<file path="src/rtl/ctl_pkg.sv">
package ctl_pkg;

  localparam int FIELD_W = 6;
  localparam int DEC_N   = 1 << FIELD_W;
  localparam int N_INSN  = 22;

  // per-instruction line indices
  localparam int I_ADD  = 0;
  localparam int I_SUB  = 1;
  localparam int I_SLT  = 2;
  localparam int I_AND  = 3;
  localparam int I_OR   = 4;
  localparam int I_XOR  = 5;
  localparam int I_NOR  = 6;
  localparam int I_JR   = 7;
  localparam int I_SYS  = 8;
  localparam int I_LUI  = 9;
  localparam int I_ADDI = 10;
  localparam int I_SLTI = 11;
  localparam int I_ANDI = 12;
  localparam int I_ORI  = 13;
  localparam int I_XORI = 14;
  localparam int I_LW   = 15;
  localparam int I_SW   = 16;
  localparam int I_J    = 17;
  localparam int I_JAL  = 18;
  localparam int I_BEQ  = 19;
  localparam int I_BNE  = 20;
  localparam int I_BLTZ = 21;

  localparam logic [FIELD_W-1:0] OP_REG = '0;

  // opcode assigned to each line; OP_REG means decoded through the function field
  function automatic logic [FIELD_W-1:0] insn_op(int idx);
    case (idx)
      I_LUI:   return FIELD_W'(15);
      I_ADDI:  return FIELD_W'(8);
      I_SLTI:  return FIELD_W'(10);
      I_ANDI:  return FIELD_W'(12);
      I_ORI:   return FIELD_W'(13);
      I_XORI:  return FIELD_W'(14);
      I_LW:    return FIELD_W'(35);
      I_SW:    return FIELD_W'(43);
      I_J:     return FIELD_W'(2);
      I_JAL:   return FIELD_W'(3);
      I_BEQ:   return FIELD_W'(4);
      I_BNE:   return FIELD_W'(5);
      I_BLTZ:  return FIELD_W'(1);
      default: return OP_REG;
    endcase
  endfunction

  function automatic logic [FIELD_W-1:0] insn_fn(int idx);
    case (idx)
      I_ADD:   return FIELD_W'(32);
      I_SUB:   return FIELD_W'(34);
      I_SLT:   return FIELD_W'(42);
      I_AND:   return FIELD_W'(36);
      I_OR:    return FIELD_W'(37);
      I_XOR:   return FIELD_W'(38);
      I_NOR:   return FIELD_W'(39);
      I_JR:    return FIELD_W'(8);
      I_SYS:   return FIELD_W'(12);
      default: return '0;
    endcase
  endfunction

  typedef enum logic [1:0] {DST_RT = 2'd0, DST_RD = 2'd1, DST_LINK = 2'd2} dst_e;
  typedef enum logic [1:0] {LF_AND = 2'd0, LF_OR = 2'd1, LF_XOR = 2'd2, LF_NOR = 2'd3} lfn_e;
  typedef enum logic [1:0] {FC_LUI = 2'd0, FC_SLT = 2'd1, FC_ARITH = 2'd2, FC_LOGIC = 2'd3} fcls_e;
  typedef enum logic [1:0] {WB_MEM = 2'd0, WB_ALU = 2'd1, WB_PC = 2'd2} wb_e;
  typedef enum logic [1:0] {BR_NONE = 2'd0, BR_EQ = 2'd1, BR_NE = 2'd2, BR_LTZ = 2'd3} br_e;
  typedef enum logic [1:0] {PC_SEQ = 2'd0, PC_JTA = 2'd1, PC_REG = 2'd2, PC_SYS = 2'd3} pcs_e;

  typedef struct packed {
    logic  reg_wr;
    dst_e  reg_dst;
    logic  alu_src;
    logic  add_sub;
    lfn_e  logic_fn;
    fcls_e fn_class;
    logic  mem_rd;
    logic  mem_wr;
    wb_e   reg_in_src;
    br_e   br_type;
    pcs_e  pc_src;
  } ctl_t;

endpackage

</file>
<file path="src/rtl/ctl_field_dec.sv">
module ctl_field_dec #(
  parameter int W = 6,
  localparam int N = 1 << W
) (
  input  logic [W-1:0] val_i,
  output logic [N-1:0] hot_o
);

  for (genvar i = 0; i < N; i++) begin : g_hot
    assign hot_o[i] = (val_i == W'(i));
  end

  always_comb begin
    assert_field_onehot_R1: assert ($onehot(hot_o));
  end

endmodule

</file>
<file path="src/rtl/ctl_insn_lines.sv">
module ctl_insn_lines
  import ctl_pkg::*;
(
  input  logic [DEC_N-1:0]  op_hot_i,
  input  logic [DEC_N-1:0]  fn_hot_i,
  output logic [N_INSN-1:0] line_o
);

  for (genvar i = 0; i < N_INSN; i++) begin : g_line
    localparam logic [FIELD_W-1:0] OPC = insn_op(i);
    localparam logic [FIELD_W-1:0] FNC = insn_fn(i);
    if (OPC == OP_REG) begin : g_reg
      assign line_o[i] = op_hot_i[OP_REG] & fn_hot_i[FNC];
    end else begin : g_imm
      assign line_o[i] = op_hot_i[OPC];
    end
  end

  // not every decoder line maps to an instruction
  logic unused_hot;
  assign unused_hot = ^{op_hot_i, fn_hot_i};

  always_comb begin
    assert_single_line_R1: assert ($onehot0(line_o));
  end

endmodule

</file>
<file path="src/rtl/ctl_class_or.sv">
module ctl_class_or
  import ctl_pkg::*;
(
  input  logic [N_INSN-1:0] line_i,
  output ctl_t              ctl_o
);

  logic arith_c, logic_c, imm_c, rr_alu_c, slt_c, addsub_c;

  // class terms shared by several controls
  assign arith_c  = line_i[I_ADD] | line_i[I_SUB] | line_i[I_SLT] | line_i[I_ADDI] | line_i[I_SLTI];
  assign logic_c  = line_i[I_AND] | line_i[I_OR] | line_i[I_XOR] | line_i[I_NOR]
                  | line_i[I_ANDI] | line_i[I_ORI] | line_i[I_XORI];
  assign imm_c    = line_i[I_LUI] | line_i[I_ADDI] | line_i[I_SLTI]
                  | line_i[I_ANDI] | line_i[I_ORI] | line_i[I_XORI];
  assign rr_alu_c = line_i[I_ADD] | line_i[I_SUB] | line_i[I_SLT] | line_i[I_AND]
                  | line_i[I_OR] | line_i[I_XOR] | line_i[I_NOR];
  assign slt_c    = line_i[I_SLT] | line_i[I_SLTI];
  assign addsub_c = line_i[I_ADD] | line_i[I_SUB] | line_i[I_ADDI] | line_i[I_LW] | line_i[I_SW];

  always_comb begin
    ctl_o.reg_wr      = line_i[I_LUI] | arith_c | logic_c | line_i[I_LW] | line_i[I_JAL];
    ctl_o.reg_dst     = dst_e'({line_i[I_JAL], rr_alu_c});
    ctl_o.alu_src     = imm_c | line_i[I_LW] | line_i[I_SW];
    ctl_o.add_sub     = line_i[I_SUB] | slt_c;
    ctl_o.logic_fn    = lfn_e'({line_i[I_XOR] | line_i[I_XORI] | line_i[I_NOR],
                                line_i[I_OR] | line_i[I_ORI] | line_i[I_NOR]});
    ctl_o.fn_class    = fcls_e'({addsub_c | logic_c, slt_c | logic_c});
    ctl_o.mem_rd      = line_i[I_LW];
    ctl_o.mem_wr      = line_i[I_SW];
    ctl_o.reg_in_src  = wb_e'({line_i[I_JAL], line_i[I_LUI] | arith_c | logic_c});
    ctl_o.br_type     = br_e'({line_i[I_BNE] | line_i[I_BLTZ], line_i[I_BEQ] | line_i[I_BLTZ]});
    ctl_o.pc_src      = pcs_e'({line_i[I_JR] | line_i[I_SYS],
                                line_i[I_J] | line_i[I_JAL] | line_i[I_SYS]});
  end

  always_comb begin
    assert_no_dual_write_R8: assert (!(ctl_o.reg_wr && ctl_o.mem_wr));
    assert_load_wb_mem_R9: assert (!line_i[I_LW] || (ctl_o.reg_wr && ctl_o.reg_in_src == WB_MEM));
    assert_link_dest_R3: assert (!line_i[I_JAL] || (ctl_o.reg_dst == DST_LINK && ctl_o.pc_src == PC_JTA));
    assert_branch_seq_pc_R10: assert (ctl_o.br_type == BR_NONE || ctl_o.pc_src == PC_SEQ);
    assert_idle_zero_R12: assert ((|line_i) || ctl_o == '0);
  end

endmodule

</file>
<file path="src/rtl/ctl_decoder.sv">
module ctl_decoder
  import ctl_pkg::*;
(
  input  logic [5:0] op_i,
  input  logic [5:0] fn_i,
  output logic       reg_wr_o,
  output logic [1:0] reg_dst_o,
  output logic       alu_src_o,
  output logic       add_sub_o,
  output logic [1:0] logic_fn_o,
  output logic [1:0] fn_class_o,
  output logic       mem_rd_o,
  output logic       mem_wr_o,
  output logic [1:0] reg_in_src_o,
  output logic [1:0] br_type_o,
  output logic [1:0] pc_src_o
);

  logic [DEC_N-1:0]  op_hot, fn_hot;
  logic [N_INSN-1:0] line;
  ctl_t              ctl;

  ctl_field_dec #(.W(FIELD_W)) u_op_dec (.val_i(op_i), .hot_o(op_hot));
  ctl_field_dec #(.W(FIELD_W)) u_fn_dec (.val_i(fn_i), .hot_o(fn_hot));

  ctl_insn_lines u_lines (.op_hot_i(op_hot), .fn_hot_i(fn_hot), .line_o(line));

  ctl_class_or u_or (.line_i(line), .ctl_o(ctl));

  assign reg_wr_o     = ctl.reg_wr;
  assign reg_dst_o    = ctl.reg_dst;
  assign alu_src_o    = ctl.alu_src;
  assign add_sub_o    = ctl.add_sub;
  assign logic_fn_o   = ctl.logic_fn;
  assign fn_class_o   = ctl.fn_class;
  assign mem_rd_o     = ctl.mem_rd;
  assign mem_wr_o     = ctl.mem_wr;
  assign reg_in_src_o = ctl.reg_in_src;
  assign br_type_o    = ctl.br_type;
  assign pc_src_o     = ctl.pc_src;

  always_comb begin
    assert_store_no_wb_R2: assert (!mem_wr_o || !reg_wr_o);
    assert_rd_only_reg_op_R3: assert (reg_dst_o != 2'd1 || op_i == 6'd0);
    assert_mem_uses_imm_R4: assert (!(mem_rd_o || mem_wr_o) || alu_src_o);
  end

endmodule

</file>
<file path="config.mk">
export PLATFORM = sky130hd
export DESIGN_NAME = ctl_decoder
export DESIGN_NICKNAME = d
export VERILOG_FILES = /design/src/rtl/ctl_pkg.sv /design/src/rtl/ctl_field_dec.sv /design/src/rtl/ctl_insn_lines.sv /design/src/rtl/ctl_class_or.sv /design/src/rtl/ctl_decoder.sv
export SDC_FILE = /design/constraint.sdc
export NUM_CORES = 1
export LEC_CHECK = 0
export ABC_AREA = 1
export BUFFER_PORTS_ARGS = -buffer_cell sky130_fd_sc_hd__buf_2
export CAP_MARGIN = 10
export CELL_PAD_IN_SITES_DETAIL_PLACEMENT = 1
export CELL_PAD_IN_SITES_GLOBAL_PLACEMENT = 2
export CORE_MARGIN = 2
export CORE_UTILIZATION = 17
export DETAILED_ROUTE_END_ITERATION = 10
export MAX_ROUTING_LAYER = met4
export PLACE_DENSITY = 0.91
export SLEW_MARGIN = 10
export SYNTH_ARGS = -nofsm -noshare
export SYNTH_HDL_FRONTEND = slang
export SYNTH_SLANG_ARGS = --single-unit
</file>
<file path="constraint.sdc">
create_clock -name vclk -period 0.8
set_input_delay 0.04 -clock vclk [all_inputs]
set_output_delay 0.04 -clock vclk [all_outputs]
set_load 0.005 [all_outputs]
</file>
Word level (Yosys, flattened, before mapping)
Cells that the tools add are included.

Reduce and logical (&&, ||, !) cells: 1. Bitwise gates (word level): 50. Equal/unequal tests: 22.

Operator list (number): $eq A6 B6 Y1 const B (9); $eq A6 B4 Y1 const B (8); $or A1 B1 Y1 (41); $eq A6 B2 Y1 const B (2); $eq A6 B3 Y1 const B (2); $and A1 B1 Y1 (9); $eq A6 B1 Y1 const B (1); $logic_not A6 Y1 (1).

Output and inout port bits: 17. Word-level logic and storage cells: 73. Input bits: 12. Bits in registers: 0.

Logic depth before layout (Yosys ltp)
Depth in word-level cells: 11. Depth in mapped cells: 7. Gate-level depth less buffers: 7.

Modules after synthesis
A second synthesis with hierarchy kept.

Cell total of the unflattened synthesis: 279. Area total of the unflattened synthesis: 1214.9 um2.

Modules (own cells, without submodules): ctl_field_dec (cells an instance 104, area an instance 412.9 um2, times used 2, sequential area each 0.0 um2); ctl_class_or (cells an instance 39, area an instance 212.7 um2, times used 1, sequential area each 0.0 um2); ctl_insn_lines (cells an instance 32, area an instance 176.4 um2, times used 1, sequential area each 0.0 um2).

Worst setup path before layout
No wires, ideal clock.

Path type: input to output. From: input op_i[5]. To: output reg_dst_o[0]. Required time: 0.760 ns. Arrival time: 0.712 ns. Stages on the path: 6. Path buffers: 1. Path slack: 0.048 ns. Cells stage by stage: nor2_4 -> nand3_4 -> nor2_4 -> nand2_1 -> nand2_1 -> buf_4.

Cells in the longest elaborated chain, start to end: 8. Elaborated cells between the ends (all ways): 14. Those cells by class: 13 x bitwise; 1 x reduce/logical.

RTL lines: from (decl) (line ctl_decoder.sv:4) `input logic [5:0] op_i,`; $logic_not A6 Y1 (*) (line ctl_field_dec.sv:10) `assign hot_o[i] = (val_i == W'(i));`; $and A1 B1 Y1 (line ctl_insn_lines.sv:13) `assign line_o[i] = op_hot_i[OP_REG] & fn_hot_i[FNC];`; $or A1 B1 Y1 (3 in a row) (line ctl_class_or.sv:16) `assign rr_alu_c = line_i[I_ADD] | line_i[I_SUB] | line_i[I_SLT] | line_i[I_AND]`; $or A1 B1 Y1 (2 in a row) (line ctl_class_or.sv:17) `| line_i[I_OR] | line_i[I_XOR] | line_i[I_NOR];`; $or A1 B1 Y1 (*) (line ctl_class_or.sv:17); to (decl) (line ctl_decoder.sv:7) `output logic [1:0] reg_dst_o,`.

Every way passes the cells marked *; elsewhere a longest branch is shown, timed or not.

Final worst setup path
From: input op_i[5]. To: output logic_fn_o[0].

Cells in the longest elaborated chain, start to end: 4. Elaborated cells between the ends (all ways): 6. Those cells by class: 1 x eq/ne; 4 x bitwise; 1 x reduce/logical.

RTL lines: $logic_not A6 Y1 (line ctl_field_dec.sv:10); $and A1 B1 Y1 (line ctl_insn_lines.sv:13); $or A1 B1 Y1 (line ctl_class_or.sv:27) `line_i[I_OR] | line_i[I_ORI] | line_i[I_NOR]});`; $or A1 B1 Y1 (*) (line ctl_class_or.sv:27); to (decl) (line ctl_decoder.sv:10) `output logic [1:0] logic_fn_o,`.

Marks and branches as above.

==> impl_metrics.csv <==
group,metric,value,unit
place,place_hpwl,1.37,mm
grt,grt_pass1_vias,668,
synth,syn-num-nets,91,
grt,grt_start_max_net_pins,7,
detailed_routing,ant_nets,0,
cells_and_area,regArea,0,um^2
power_and_ir_drop,pwr-share-seq,0,
floorplan,initial_core_util,0.182,
run,maxCapViolCount,0,
detailed_routing,drt_wl_total,1.79,mm
grt,grt.total_usage,0.138,
power_and_ir_drop,p_leak,0.500,nW
floorplan,dieArea,2790,um^2
place,dp_cells,150,
timing,hold_viol_final,0,
timing,relSlewSlack,0.853,
worst_setup_path,crit_arrival,940,ps
worst_setup_path,crit_type,"input port to primary output",
cts,cts_hold_buf,0,
timing,fin_crit,980,ps
floorplan,rows,17,
grt,overflow,0,
worst_setup_path,crit_fanout,6,
floorplan,die_w,52.8,um
detailed_routing,drt-initial-drc-count,4,
timing,fmax,1020,MHz
cells_and_area,drive_gt1_frac,0.648,
floorplan,fp.dieH,52.8,um
synth,synthCells,79,
synth,syn_area,405,um^2
cells_and_area,antenna_cells,0,
synth,avgSynthCellArea,5.13,um^2
worst_setup_path,critPathLaunchType,"input port",
synth,synth_warnings,0,
timing,rsz0062_at_grt,"true",
synth,ys_seq_area_frac,0,
timing,finalSetupViolations,15,
detailed_routing,drc_errors,0,
power_and_ir_drop,clkPwrFrac,0,
power_and_ir_drop,ir_drop,0.183,mV
worst_setup_path,cp_data_required_time,760,ps
detailed_routing,drtPass1Iterations,4,
floorplan,core_area,2230,um^2
cells_and_area,area_growth_syn_to_layout,120,%
power_and_ir_drop,switching_power,0.161,mW
place,port_buffers,29,
grt,antenna_found_initial,0,
power_and_ir_drop,switching_share,0.507,
timing,setup_slack,-180,ps
cells_and_area,num-fill-cells,301,
timing,maxSlewViolCount,0,
timing,finalCritPeriodShare,1.22,
status,status,"finished, violations left",
place,routabilityCongestion,0.849,
synth,synth.distinct_cells,17,
worst_setup_path,end_kind,"primary output",
detailed_routing,viasPerCell,4.42,
detailed_routing,wl_per_cell,11.5,um
cells_and_area,final_nets,142,
power_and_ir_drop,p_per_area,356,nW/um^2
power_and_ir_drop,combPwrFrac,1.000,
floorplan,ios,29,
detailed_routing,vias,689,
cells_and_area,instances_no_fill,156,
cells_and_area,clock_buffers,0,
grt,grt_pass1_wl,2.92,mm
status,violations,"setup timing",
min_path,holdCritPathClass,"input port to primary output",
timing,tightest_slew,220,ps
power_and_ir_drop,p_int,0.157,mW
timing,holdWs,413,ps
cells_and_area,design.seq.count,0,
cells_and_area,finish.utilization,0.400,
## cell usage after synthesis
cell	count	share of area
a21oi_1	1	0.012
buf_4	2	0.037
inv_1	11	0.10
inv_2	2	0.019
nand2_1	16	0.15
nand2_2	2	0.031
nand3_1	12	0.15
nand3_4	1	0.043
nand3b_1	1	0.019
nand4_1	3	0.046
nor2_1	15	0.14
nor2_2	3	0.046
nor2_4	5	0.14
nor3_1	2	0.025
nor4_1	1	0.015
o211ai_1	1	0.019
o21ai_0	1	0.012
## worst paths after layout
kind,start,to,depth (start not counted)
setup / recovery,op_i[5],logic_fn_o[0],7
hold / removal,op_i[3],mem_rd_o,4
## cells by family (layout without fill, tap and decap cells)
kind of cell           count (synthesis)  after routing  share of synthesized area
AND/OR/NAND/NOR                       61             61                      0.799
buffers and inverters                 15             64                      0.157
AO/OA/AOI/OAI                          3              3                     0.0432
## metal layers
metal | wire [um] | global-route usage | vias up
met4 | 0 | 0 | 0
li1 | - | - | 349
met2 | 1130 | 0.306 | 13
met1 | 620 | 0.138 | 327
met3 | 43 | 0 | 0
met5 | 0 | - | -
## worst max-delay path, cell delays in order
cell and delay (ps):
buf_6 100, nor2_4 210, nand3_4 160, nor2_4 180
nand3_2 90, nand3_2 60, buf_2 110
## per-stage QoR
step	power [mW]	worst slack, ps	setup TNS (ps)	instance area, um^2
final	0.318	-180	-2080	893
after global routing	0.348	-270	-3040	893
after CTS	0.295	-174	-1610	836
after detailed placement	0.235	-232	-2200	691
after global placement	0.226	-198	-1720	691
after floorplan	0.0896	48.0	0	405
## cells in the final DEF (no fill, tap or decap), drive strengths merged
cell type,n
inv,13
nor4,1
nand2,18
nand4,3
nor2,23
nand3,13
o211ai,1
o21ai,1
nand3b,1
buf,51
a21oi,1
nor3,2
## final cells by class
| class | instances | area [um^2] | area share |
|---|---|---|---|
| Tap cell | 28 | 35.0 | 0.0392 |
| Multi-Input combinational cell | 64 | 440 | 0.493 |
| Inverter | 13 | 48.8 | 0.0546 |
| Timing Repair Buffer | 51 | 369 | 0.413 |
## power by group through the flow
stage	sequential [mW]	combinational (mW)	clock, mW
detailed placement	0	0.235	0
global placement	0	0.226	0
finish	0	0.318	0
floorplan	0	0.0896	0
global route	0	0.348	0
CTS	0	0.295	0
## what timing repair did
action	4_1_cts	5_1_grt
setup endpoints to repair	17	17
pin swaps	9	8
buffers inserted	4	4
gates resized for setup	29	17
No activity file was read; power rests on OpenSTA's default activity.
